`config.mk`:
```
export PLATFORM = sky130hd
export DESIGN_NAME = eshutter_gen
export DESIGN_NICKNAME = d
export VERILOG_FILES = /design/src/rtl/eshutter_pkg.sv /design/src/rtl/shut_line_sched.sv /design/src/rtl/shut_hp_gen.sv /design/src/rtl/shut_aux_gen.sv /design/src/rtl/eshutter_gen.sv
export SDC_FILE = /design/constraint.sdc
export NUM_CORES = 1
export LEC_CHECK = 0
export BUFFER_PORTS_ARGS = -buffer_cell sky130_fd_sc_hd__buf_2
export CAP_MARGIN = 20
export CORE_AREA = 2 2 74 76
export DETAILED_ROUTE_END_ITERATION = 16
export DIE_AREA = 0 0 76 78
export PLACE_DENSITY = 0.65
export SLEW_MARGIN = 25
export SYNTH_ARGS = -nofsm -noshare
export SYNTH_HDL_FRONTEND = slang
export SYNTH_HIERARCHICAL = 1
export SYNTH_SLANG_ARGS = --single-unit
```
`constraint.sdc`:
```
create_clock -name clk -period 6.8 [get_ports clk]
set_clock_uncertainty 0.15 [all_clocks]
set_input_delay 1.36 -clock clk [delete_from_list [all_inputs] [get_ports clk]]
set_output_delay 1.36 -clock clk [all_outputs]
set_load 0.03 [all_outputs]
```
`src/rtl/eshutter_pkg.sv`:
```
package eshutter_pkg;

    typedef enum logic [1:0] {
        MS_OPEN         = 2'd0,
        MS_CLOSE_EXPOSE = 2'd1,
        MS_CLOSE_EARLY  = 2'd2,
        MS_CLOSED       = 2'd3
    } mshut_pat_e;

    typedef struct packed {
        logic norm_hit;
        logic norm_end;
        logic hp_hit;
        logic gate_hit;
        logic gate_end;
    } line_evt_t;

    function automatic logic in_win(input int h, input int pos, input int wid);
        return (h >= pos) && (h < pos + wid);
    endfunction

    function automatic logic at_last(input int h, input int pos, input int wid);
        return h == (pos + wid - 1);
    endfunction

endpackage

```
`src/rtl/shut_line_sched.sv`:
```
module shut_line_sched
    import eshutter_pkg::*;
#(
    parameter int HW        = 12,
    parameter int VW        = 11,
    parameter int CW        = 11,
    parameter int POS_A     = 2,
    parameter int WID_A     = 3,
    parameter int POS_B     = 10,
    parameter int WID_B     = 6
) (
    input  logic          clk,
    input  logic          rst,
    input  logic [HW-1:0] h_pos,
    input  logic [VW-1:0] v_line,
    input  logic [VW-1:0] vsg_line,
    input  logic [CW-1:0] count,
    input  logic          pat_sel,
    output logic [VW-1:0] stop_line,
    output logic          norm_hit,
    output logic          norm_end
);
    logic norm_line;
    logic win_a, win_b, end_a, end_b;

    always_comb begin
        stop_line = (int'(count) < int'(vsg_line)) ? VW'(count) : vsg_line;
        norm_line = int'(v_line) < int'(stop_line);
        win_a     = in_win(int'(h_pos), POS_A, WID_A);
        win_b     = in_win(int'(h_pos), POS_B, WID_B);
        end_a     = at_last(int'(h_pos), POS_A, WID_A);
        end_b     = at_last(int'(h_pos), POS_B, WID_B);
        norm_hit  = norm_line && (pat_sel ? win_b : win_a);
        norm_end  = norm_line && (pat_sel ? end_b : end_a);
    end

    AST_COUNT_BOUND: assert property (@(posedge clk) disable iff (rst)
        norm_hit |-> (int'(v_line) < int'(count)) && (v_line < vsg_line));

endmodule

```
`src/rtl/shut_hp_gen.sv`:
```
module shut_hp_gen
    import eshutter_pkg::*;
#(
    parameter int HW      = 12,
    parameter int NUM_W   = 3,
    parameter int HP_BASE = 20,
    parameter int HP_STEP = 2,
    parameter int HP_WID  = 1
) (
    input  logic             clk,
    input  logic             rst,
    input  logic [HW-1:0]    h_pos,
    input  logic             multi,
    input  logic [NUM_W-1:0] num,
    output logic             hp_hit
);
    localparam int SLOTS = 1 << NUM_W;

    logic [SLOTS-1:0] slot_hit;
    logic [SLOTS-1:0] slot_on;

    for (genvar k = 0; k < SLOTS; k++) begin : g_slot
        assign slot_hit[k] = in_win(int'(h_pos), HP_BASE + k * HP_STEP, HP_WID);
        assign slot_on[k]  = multi ? (k < int'(num)) : (k == int'(num));
    end

    assign hp_hit = |(slot_hit & slot_on);

    AST_HP_SLOTS_DISJOINT: assert property (@(posedge clk) disable iff (rst)
        $onehot0(slot_hit));

endmodule

```
`src/rtl/shut_aux_gen.sv`:
```
module shut_aux_gen
    import eshutter_pkg::*;
#(
    parameter int VW = 11
) (
    input  logic [VW-1:0] v_line,
    input  logic [VW-1:0] vsg_line,
    input  logic [VW-1:0] stop_line,
    input  logic [1:0]    mshut_pat,
    input  logic          strobe_en,
    output logic          mshut_c,
    output logic          strobe_c
);
    mshut_pat_e pat;

    always_comb begin
        pat = mshut_pat_e'(mshut_pat);
        unique case (pat)
            MS_OPEN:         mshut_c = 1'b0;
            MS_CLOSE_EXPOSE: mshut_c = v_line >= vsg_line;
            MS_CLOSE_EARLY:  mshut_c = v_line < vsg_line;
            default:         mshut_c = 1'b1;
        endcase
        strobe_c = strobe_en && (v_line >= stop_line) && (v_line < vsg_line);
    end

endmodule

```
`src/rtl/eshutter_gen.sv`:
```
module eshutter_gen
    import eshutter_pkg::*;
#(
    parameter int HW      = 12,
    parameter int VW      = 11,
    parameter int CW      = 11,
    parameter int HPN_W   = 3,
    parameter int POS_A   = 2,
    parameter int WID_A   = 3,
    parameter int POS_B   = 10,
    parameter int WID_B   = 6,
    parameter int HP_BASE = 20,
    parameter int HP_STEP = 2,
    parameter int HP_WID  = 1,
    parameter int GATE_POS = 40,
    parameter int GATE_WID = 4
) (
    input  logic             clk,
    input  logic             rst,
    input  logic [HW-1:0]    h_pos,
    input  logic [VW-1:0]    v_line,
    input  logic [VW-1:0]    vsg_line,
    input  logic [CW-1:0]    cfg_shut_count,
    input  logic             cfg_pat_sel,
    input  logic             cfg_skip_first,
    input  logic             cfg_hp_multi,
    input  logic [HPN_W-1:0] cfg_hp_num,
    input  logic             cfg_mshut_mask,
    input  logic             cfg_shut_en,
    input  logic             cfg_gate_en,
    input  logic [1:0]       cfg_mshut_pat,
    input  logic             cfg_strobe_en,
    output logic             subck_o,
    output logic             vsg_o,
    output logic             mshut_o,
    output logic             strobe_o
);
    line_evt_t     evt;
    logic [VW-1:0] stop_line;
    logic          mshut_c, strobe_c;
    logic          gate_line;
    logic          skip_armed;
    logic          subck_c;

    shut_line_sched #(
        .HW(HW), .VW(VW), .CW(CW),
        .POS_A(POS_A), .WID_A(WID_A), .POS_B(POS_B), .WID_B(WID_B)
    ) u_sched (
        .clk      (clk),
        .rst      (rst),
        .h_pos    (h_pos),
        .v_line   (v_line),
        .vsg_line (vsg_line),
        .count    (cfg_shut_count),
        .pat_sel  (cfg_pat_sel),
        .stop_line(stop_line),
        .norm_hit (evt.norm_hit),
        .norm_end (evt.norm_end)
    );

    shut_hp_gen #(
        .HW(HW), .NUM_W(HPN_W),
        .HP_BASE(HP_BASE), .HP_STEP(HP_STEP), .HP_WID(HP_WID)
    ) u_hp (
        .clk   (clk),
        .rst   (rst),
        .h_pos (h_pos),
        .multi (cfg_hp_multi),
        .num   (cfg_hp_num),
        .hp_hit(evt.hp_hit)
    );

    shut_aux_gen #(.VW(VW)) u_aux (
        .v_line   (v_line),
        .vsg_line (vsg_line),
        .stop_line(stop_line),
        .mshut_pat(cfg_mshut_pat),
        .strobe_en(cfg_strobe_en),
        .mshut_c  (mshut_c),
        .strobe_c (strobe_c)
    );

    always_comb begin
        gate_line    = v_line == vsg_line;
        evt.gate_hit = gate_line && in_win(int'(h_pos), GATE_POS, GATE_WID);
        evt.gate_end = gate_line && at_last(int'(h_pos), GATE_POS, GATE_WID);
        subck_c = cfg_shut_en && !(cfg_mshut_mask && mshut_c) &&
                  ((evt.norm_hit && !(skip_armed && cfg_skip_first)) ||
                   (gate_line && evt.hp_hit));
    end

    always_ff @(posedge clk) begin
        if (rst) begin
            skip_armed <= 1'b0;
            subck_o    <= 1'b0;
            vsg_o      <= 1'b0;
            mshut_o    <= 1'b0;
            strobe_o   <= 1'b0;
        end else begin
            if (cfg_gate_en && evt.gate_end)
                skip_armed <= 1'b1;
            else if (evt.norm_end)
                skip_armed <= 1'b0;
            subck_o  <= subck_c;
            vsg_o    <= cfg_gate_en && evt.gate_hit;
            mshut_o  <= mshut_c;
            strobe_o <= strobe_c;
        end
    end

    AST_SHUT_DISABLED: assert property (@(posedge clk) disable iff (rst)
        !cfg_shut_en |=> !subck_o);
    AST_MSHUT_MASKS: assert property (@(posedge clk) disable iff (rst)
        (cfg_mshut_mask && mshut_c) |=> !subck_o);
    AST_GATE_DISABLED: assert property (@(posedge clk) disable iff (rst)
        !cfg_gate_en |=> !vsg_o);
    AST_STROBE_HELD: assert property (@(posedge clk) disable iff (rst)
        !cfg_strobe_en |=> !strobe_o);
    AST_FLAG_ARMS: assert property (@(posedge clk) disable iff (rst)
        (cfg_gate_en && evt.gate_end) |=> skip_armed);
    AST_MSHUT_OPEN: assert property (@(posedge clk) disable iff (rst)
        (cfg_mshut_pat == 2'd0) |=> !mshut_o);
    AST_MSHUT_SHUT: assert property (@(posedge clk) disable iff (rst)
        (cfg_mshut_pat == 2'd3) |=> mshut_o);

endmodule

```
Word level (Yosys, flattened, before mapping)
Cells that the tools add are included.
{"block": "totals", "register_bits": 5, "in_bits": 59, "output_inout_bits": 4, "elab_cells": 99}
{"block": "classes", "magnitude_cmp": 34, "eq_ne": 13, "n_mux": 14, "n_bitwise": 1, "reduce_logical": 32}
{"op": "< comparator 12 x 5 -> 1 bit, second input constant", "count": 7}
{"op": ">= comparator 12 x 5 -> 1 bit, second input constant", "count": 6}
{"op": ">= comparator 12 x 6 -> 1 bit, second input constant", "count": 3}
{"op": "< comparator 12 x 6 -> 1 bit, second input constant", "count": 3}
{"op": "< comparator 11 bit", "count": 3}
{"op": "logical AND 1 bit", "count": 25}
{"op": ">= comparator 11 bit", "count": 2}
{"op": "equality test 12 x 4 -> 1 bit, second input constant", "count": 1}
{"op": "equality test 12 x 5 -> 1 bit, second input constant", "count": 1}
{"op": "equality test 12 x 7 -> 1 bit, second input constant", "count": 1}
{"op": "equality test 3 bit, first input constant", "count": 4}
{"op": ">= comparator 12 x 2 -> 1 bit, second input constant", "count": 1}
{"op": ">= comparator 12 x 4 -> 1 bit, second input constant", "count": 1}
{"op": "< comparator 12 x 3 -> 1 bit, second input constant", "count": 1}
{"op": "two-way mux 1 bit", "count": 12}
{"op": "equality test 11 bit", "count": 1}
{"op": "two-way mux 11 bit", "count": 1}
{"op": "< comparator 3 bit, first input constant", "count": 3}
{"op": "bitwise AND 8 bit", "count": 1}
{"op": "OR reduction 8 bit", "count": 1}
{"op": "equality test 2 x 3 -> 1 bit, first input constant", "count": 2}
{"op": "< comparator 1 x 3 -> 1 bit, first input constant", "count": 2}
{"op": "< comparator 2 x 3 -> 1 bit, first input constant", "count": 2}
{"op": "equality test 1 x 3 -> 1 bit, first input constant", "count": 1}
{"op": "other kinds (8)", "count": 9}

Depth between registers and ports, before layout
Gate-level depths: netlist of the first run.
{"block": "depth", "word_depth": 7, "depth_mapped": 18, "ltp_nobuf": 17}

Modules after synthesis
Netlist of the first run, hierarchy kept.
{"module": "shut_line_sched", "instances": 1, "cells_per_inst": 107, "area_per_inst_um2": 738.2, "seq_area_each_um2": 0.0}
{"module": "shut_aux_gen", "instances": 1, "cells_per_inst": 77, "area_per_inst_um2": 565.5, "seq_area_each_um2": 0.0}
{"module": "eshutter_gen", "instances": 1, "cells_per_inst": 40, "area_per_inst_um2": 371.6, "seq_area_each_um2": 100.1}
{"module": "shut_hp_gen", "instances": 1, "cells_per_inst": 49, "area_per_inst_um2": 315.3, "seq_area_each_um2": 0.0}

Least setup slack after synthesis of the first run
No wires, ideal clock.
{"block": "synth_path", "kind": "in2reg", "startpoint": "input vsg_line[2]", "endpoint": "register subck_o", "setup_ps": 95, "arrival_ps": 4220, "required_time_ps": 6555, "setup_slack_ps": 2335, "stages": 18, "path_buffers": 1, "path_cell_list": "inv_1 ha_1 nand2_1 o21ai_1 a31oi_1 o311a_1 buf_2 nor2_1 a21oi_1 ha_1 a211oi_2 o21bai_1 a21o_1 a221oi_2 o2111ai_1 a211oi_1 nand2_1 a221oi_1"}
{"item": "start, declared", "line_no": "eshutter_gen.sv:22", "source": "input logic [VW-1:0] vsg_line,"}
{"item": "end signal, assigned", "line_no": "eshutter_gen.sv:104", "source": "subck_o <= subck_c;"}
{"item": "end, declared", "line_no": "eshutter_gen.sv:33", "source": "output logic subck_o,"}

==> results.cfg, run 1 <==
[outcome]
outcome = finished clean

[yosys]
syn-cell-area_um2 = 1991
synth_compound_area_share_pct = 27.66
ys_ff_latch = 5
synthAdderAreaFrac_pct = 26.40
yosys-top-cells-count = ha_1 (42), inv_1 (31), a21oi_1 (27)
synthSimpleGateAreaFrac_pct = 27.84
synth_cell_types = 54
synth_most_common_cell = ha_1
netlist.area_leader.share_pct = 26.40
synth.mux.area_fraction_pct = 0.5657
ys_warn_count = 6
synth_nets = 374
async_flop_share_pct = 0
synth_xor_area_share_pct = 4.840
synth_largest_area_cell = ha_1
synthCells = 273
yosysSeqAreaShare_pct = 5.028
synth_top_family_by_area = simple AND/OR/NAND/NOR gates
synth_edf_count = 0
avgSynthCellArea_um2 = 7.292
synth.area.top_cells = ha_1 (26%), a21oi_1 (6.8%), inv_1 (5.8%), a21o_1 (5.7%), dfxtp_1 (5.0%)
ys.flop_type = dfxtp_1

[drt]
wirelength_um = 5448
via_count = 2195
drt_first_pass_iters = 4
drc = 0
vias_per_cell = 5.447
ant_nets = 0
wl_per_cell_um = 13.52
drtIter0Drc = 149

[power_and_ir_drop]
p_total_uw = 251.7
leakage_uw = 0.001240
peakVddDrop_mv = 0.04870
power.density_nw_per_um2 = 104.9

[cts]
cts_buffers = 3
clkSinkCount = 5
clk_path_buf_depth = 2
hold_buffers = 0
cts_tree = yes
root_buffer = clkbuf_8
post_cts_resized = 0
post-cts-setup-buffer-count = 0
insertion_delay_ns = 0.22
h-tree-depth = 1
clkTransAtPathRegs_ns = 0.04

[setup_path]
crit_fanout = 33
startpoint_type = input port
crit_type = in -> reg
cp_top_family = compound AO/OA/AOI/OAI gates
required_ns = 6.78
crit_buf_inv = 2
crit_slowest_cell = o311a_2
end_kind = flip-flop
cp_cell_sequence = buf_2 > inv_1 > ha_1 > a21oi_1 > o21ai_1 > a31oi_1 > o311a_2 > nor2_1 > a21oi_1 > ha_1 > a211oi_2 > o21bai_1 > a21o_1 > a221oi_2 > o2111ai_1 > a211oi_1 > nand2_1 > a221oi_1
crit_arrival_ns = 4.90
worst_path_largest_cell_delay_ns = 0.59

[floorplan]
io_pins = 63
die_area_um2 = 5928
die-width_um = 76
core_area_um2 = 5042
fp.dieH_um = 78
initial_utilization_pct = 39.48
num_rows = 26

[worst_hold_path]
hold_class = reg -> reg

[place]
dp_hpwl_um = 4654
io_buffers = 62
finalWeightedCongestion = 0.9621
preCtsSetupSlack_ns = 1.344

[layout]
fillers = 530
regArea_um2 = 100.1
diodes = 0
drive_gt1_share_pct = 24.02
synthToLayoutAreaGrowth_pct = 20.49
nets = 435
multi_input_area_um2 = 1739

[timing]
finalSetupTns_ns = 0
worst_slack_ns = 1.875
max_slew_margin_pct = 62.02
fin_crit_sh_pct = 72.42
setup_viol = 0
tightest_slew_ns = 0.5697
fmax_ghz = 0.2031
hold_viol_final = 0
finalMaxSlewViolations = 0
rsz0062_at_grt = false
finalCriticalPeriod_ns = 4.925

[grt]
gr-total-overflow = 0
grt_first_pass_wirelength_um = 9218
antenna_found_initial = 0
grt_pass1_vias = 2078
grtUsageTotal_pct = 18.36
grt_max_degree = 34

[flow_run]
drv_cap = 0
-- routing by layer --
metal | up-vias | global-route usage [%] | share of wire (%)
met5 | - | 0 | 0
met3 | 8 | 1.744 | 4.1
met1 | 990 | 24.35 | 47
met2 | 58 | 32.50 | 47
met4 | 0 | 3.636 | 1.3
li1 | 1139 | - | -
-- power breakdown --
group | internal [uW] | total, uW | switching [uW]
sequential | 30.4 | 30.6 | 0.187
clock | 40.4 | 56.2 | 15.8
combinational | 69.8 | 165 | 95.1
total | 141 | 252 | 111
-- logic make-up after synthesis --
family          after synthesis
buf+inv                      37
simple gates                 96
fa+ha+maj                    42
flops                         5
xor+xnor                     11
compound gates               81
mux                           1
-- final timing paths --
path	end	depth (start not counted)	slack, ns	start
worst min register to register	subck_o	3	0.39	skip_armed
worst min-delay path	subck_o	3	0.39	skip_armed
worst max-delay path	subck_o	18	1.88	vsg_line[2]
worst max register to register	skip_armed	2	5.74	skip_armed
-- state kept, by name, summed over array words and instances, names as in the netlist --
register / cells
subck_o: 1
strobe_o: 1
mshut_o: 1
skip_armed: 1
vsg_o: 1
-- final cells by class --
| class | count | area share, % |
|---|---|---|
| multi-input combinational | 231 | 72.51 |
| timing repair buffer | 62 | 12.94 |
| inverter | 31 | 4.851 |
| sequential | 5 | 4.173 |
| tap | 70 | 3.652 |
| clock buffer | 4 | 1.878 |
-- worst min-delay path, cell delays in order, from the launching register on --
cell,delay [ns]
dfxtp_1,0.32
nand2_1,0.06
nand2_1,0.06
a221oi_1,0.06
-- cell usage in the layout (no fill, tap or decap), types with 6 or more instances in the layout --
cell	count
ha_1	42
o21ai_0	12
nor2b_1	8
a21oi_1	27
nor4_1	6
nand2_1	18
nand4_1	10
nor2_1	19
nor3_1	10
xor2_1	11
inv_1	31
a21o_1	15
buf_2	62
-- metrics by stage --
| step | cells | hold WS (ns) | util, % | instance area, um^2 |
|---|---|---|---|---|
| after floorplan | 273 | 0.3470 | - | 1991 |
| after global placement | 399 | 0.3945 | 46.65 | 2352 |
| after detailed placement | 399 | 0.3894 | 46.65 | 2352 |
| after CTS | 403 | 0.3957 | 47.54 | 2397 |
| after global routing | 403 | 0.4455 | 47.57 | 2399 |
| final | 403 | 0.3899 | 47.57 | 2399 |
Power figures use the tool's default switching activity.
==> run 2, diff against run 1 <==
Settings changed: PLACE_DENSITY 0.65 to 0.67.
Clock period 6.8 ns to 4.2 ns, I/O delays scaled along.
==> results.cfg, run 2 (synthesis results as in run 1) <==
[floorplan]
die_area_um2 = 5928
die-width_um = 76
fp.dieH_um = 78
core_area_um2 = 5042
io_pins = 63
initial_utilization_pct = 39.48
num_rows = 26

[place]
finalWeightedCongestion = 0.8966
dp_hpwl_um = 4936
io_buffers = 62

[grt]
gr-total-overflow = 0
grt_max_degree = 13
grtUsageTotal_pct = 19.30
grt_pass1_vias = 2242
antenna_found_initial = 0
grt_first_pass_wirelength_um = 9625

[layout]
drive_gt1_share_pct = 36.22
diodes = 0
final_common_cell = buf_2
nets = 472
final_util_pct = 55.78
synthToLayoutAreaGrowth_pct = 41.29
final_cell_mix = buf_2 (58), ha_1 (38), buf_4 (37)

[timing]
max_slew_margin_pct = 70.06
finalMaxSlewViolations = 0
tightest_slew_ns = 0.4378
fmax_ghz = 0.2470
fin_crit_sh_pct = 96.40
whs_ns = 0.3884
hold_viol_final = 0
setup_viol = 0
finalCriticalPeriod_ns = 4.049

[setup_path]
crit_slowest_cell = o311a_1
crit_fanout = 5
crit_type = in -> reg
crit_arrival_ns = 4.04
required_ns = 4.19
path_depth = 19
r2r-end = skip_armed
crit_buf_inv = 3
reg2reg_slack_ns = 3.14
cp_cell_sequence = buf_6 > inv_4 > ha_4 > nand2_2 > o21ai_2 > a31oi_1 > o311a_1 > buf_6 > nor2_4 > a21oi_2 > ha_1 > a211oi_2 > o21bai_1 > a21o_1 > a221oi_2 > o2111ai_2 > a211oi_2 > nand2_1 > a221oi_2
startpoint_type = input port
rr_startpoint = skip_armed
r2r_cells = 2
end_kind = flip-flop
worst_path_largest_cell_delay_ns = 0.34
cp_top_family = compound AO/OA/AOI/OAI gates

[drt]
wl_met2_um = 2977
wl_met3_um = 219
drc = 0
wirelength_um = 5920
wl_per_cell_um = 13.45
vias_per_cell = 5.348
met1_length_um = 2633
drtIter0Drc = 130
drt_first_pass_iters = 4
via_count = 2353
dr.max_layer_used = met4
ant_nets = 0

[cts]
clk_path_buf_depth = 2
insertion_delay_ns = 0.22
clkTransAtPathRegs_ns = 0.04
root_buffer = clkbuf_8
cts_buffers = 3
h-tree-depth = 1
clkSinkCount = 5
hold_buffers = 0
cts_tree = yes

[power_and_ir_drop]
power.density_nw_per_um2 = 166.9
leakage_uw = 0.001431
peakVddDrop_mv = 0.07696

[worst_hold_path]
hold_class = reg -> reg
min_to = subck_o
hold-path-cell-count = 3
min-delay-start = skip_armed

[outcome]
outcome = finished clean

[flow_run]
drv_cap = 0
[run 2: where the power goes]
| group | internal [uW] | switching [uW] | total [uW] |
|---|---|---|---|
| Sequential | 49.3 | 0.230 | 49.5 |
| Combinational | 157 | 173 | 331 |
| Clock | 65.2 | 24.0 | 89.2 |
[run 2: layout make-up]
type,instances,area [um^2]
tap,70,87.58
sequential,5,100.1
multi-input combinational,231,1848
timing repair buffer,99,613.1
clock buffer,4,45.04
fill,498,2230
inverter,31,118.9
[run 2: per-stage QoR]
step / area, um^2 / setup TNS, ns / setup WS (ns) / std cells / total power, uW
6_report: 2813 / 0 / 0.1512 / 440 / 469.5
5_1_grt: 2813 / -0.001003 / -0.001003 / 440 / 513.3
4_1_cts: 2660 / 0 / 0.01866 / 438 / 450.4
3_5_place_dp: 2615 / -0.4742 / -0.2429 / 434 / 357.9
3_3_place_gp: 2615 / -0.1587 / -0.1015 / 434 / 350.3
2_1_floorplan: 1991 / 0 / 0.2546 / 273 / 223.5
[run 2: worst min-delay path: cells and delay by family (launching register included)]
family | cells | cell delay (ns)
flops | 1 | 0.32
simple gates | 2 | 0.12
compound gates | 1 | 0.06
[run 2: worst max path at each step]
stage	from	end
6_report	vsg_line[2]	subck_o
5_1_grt	cfg_shut_count[1]	subck_o
4_1_cts	vsg_line[2]	subck_o
3_5_place_dp	vsg_line[2]	subck_o
3_3_place_gp	vsg_line[2]	subck_o
2_1_floorplan	vsg_line[2]	subck_o
[run 2: per-layer routing]
layer,track usage [%],up-vias
met5,0,-
met4,6.000,0
met3,2.326,10
met2,35.27,58
met1,23.59,1070
li1,-,1215
[run 2: timing repair]
action | in CTS | in global routing
buffers inserted | 0 | 2
gates resized for setup | 0 | 31
endpoints found under the setup margin | 1 | 3
pin swaps | 1 | 17
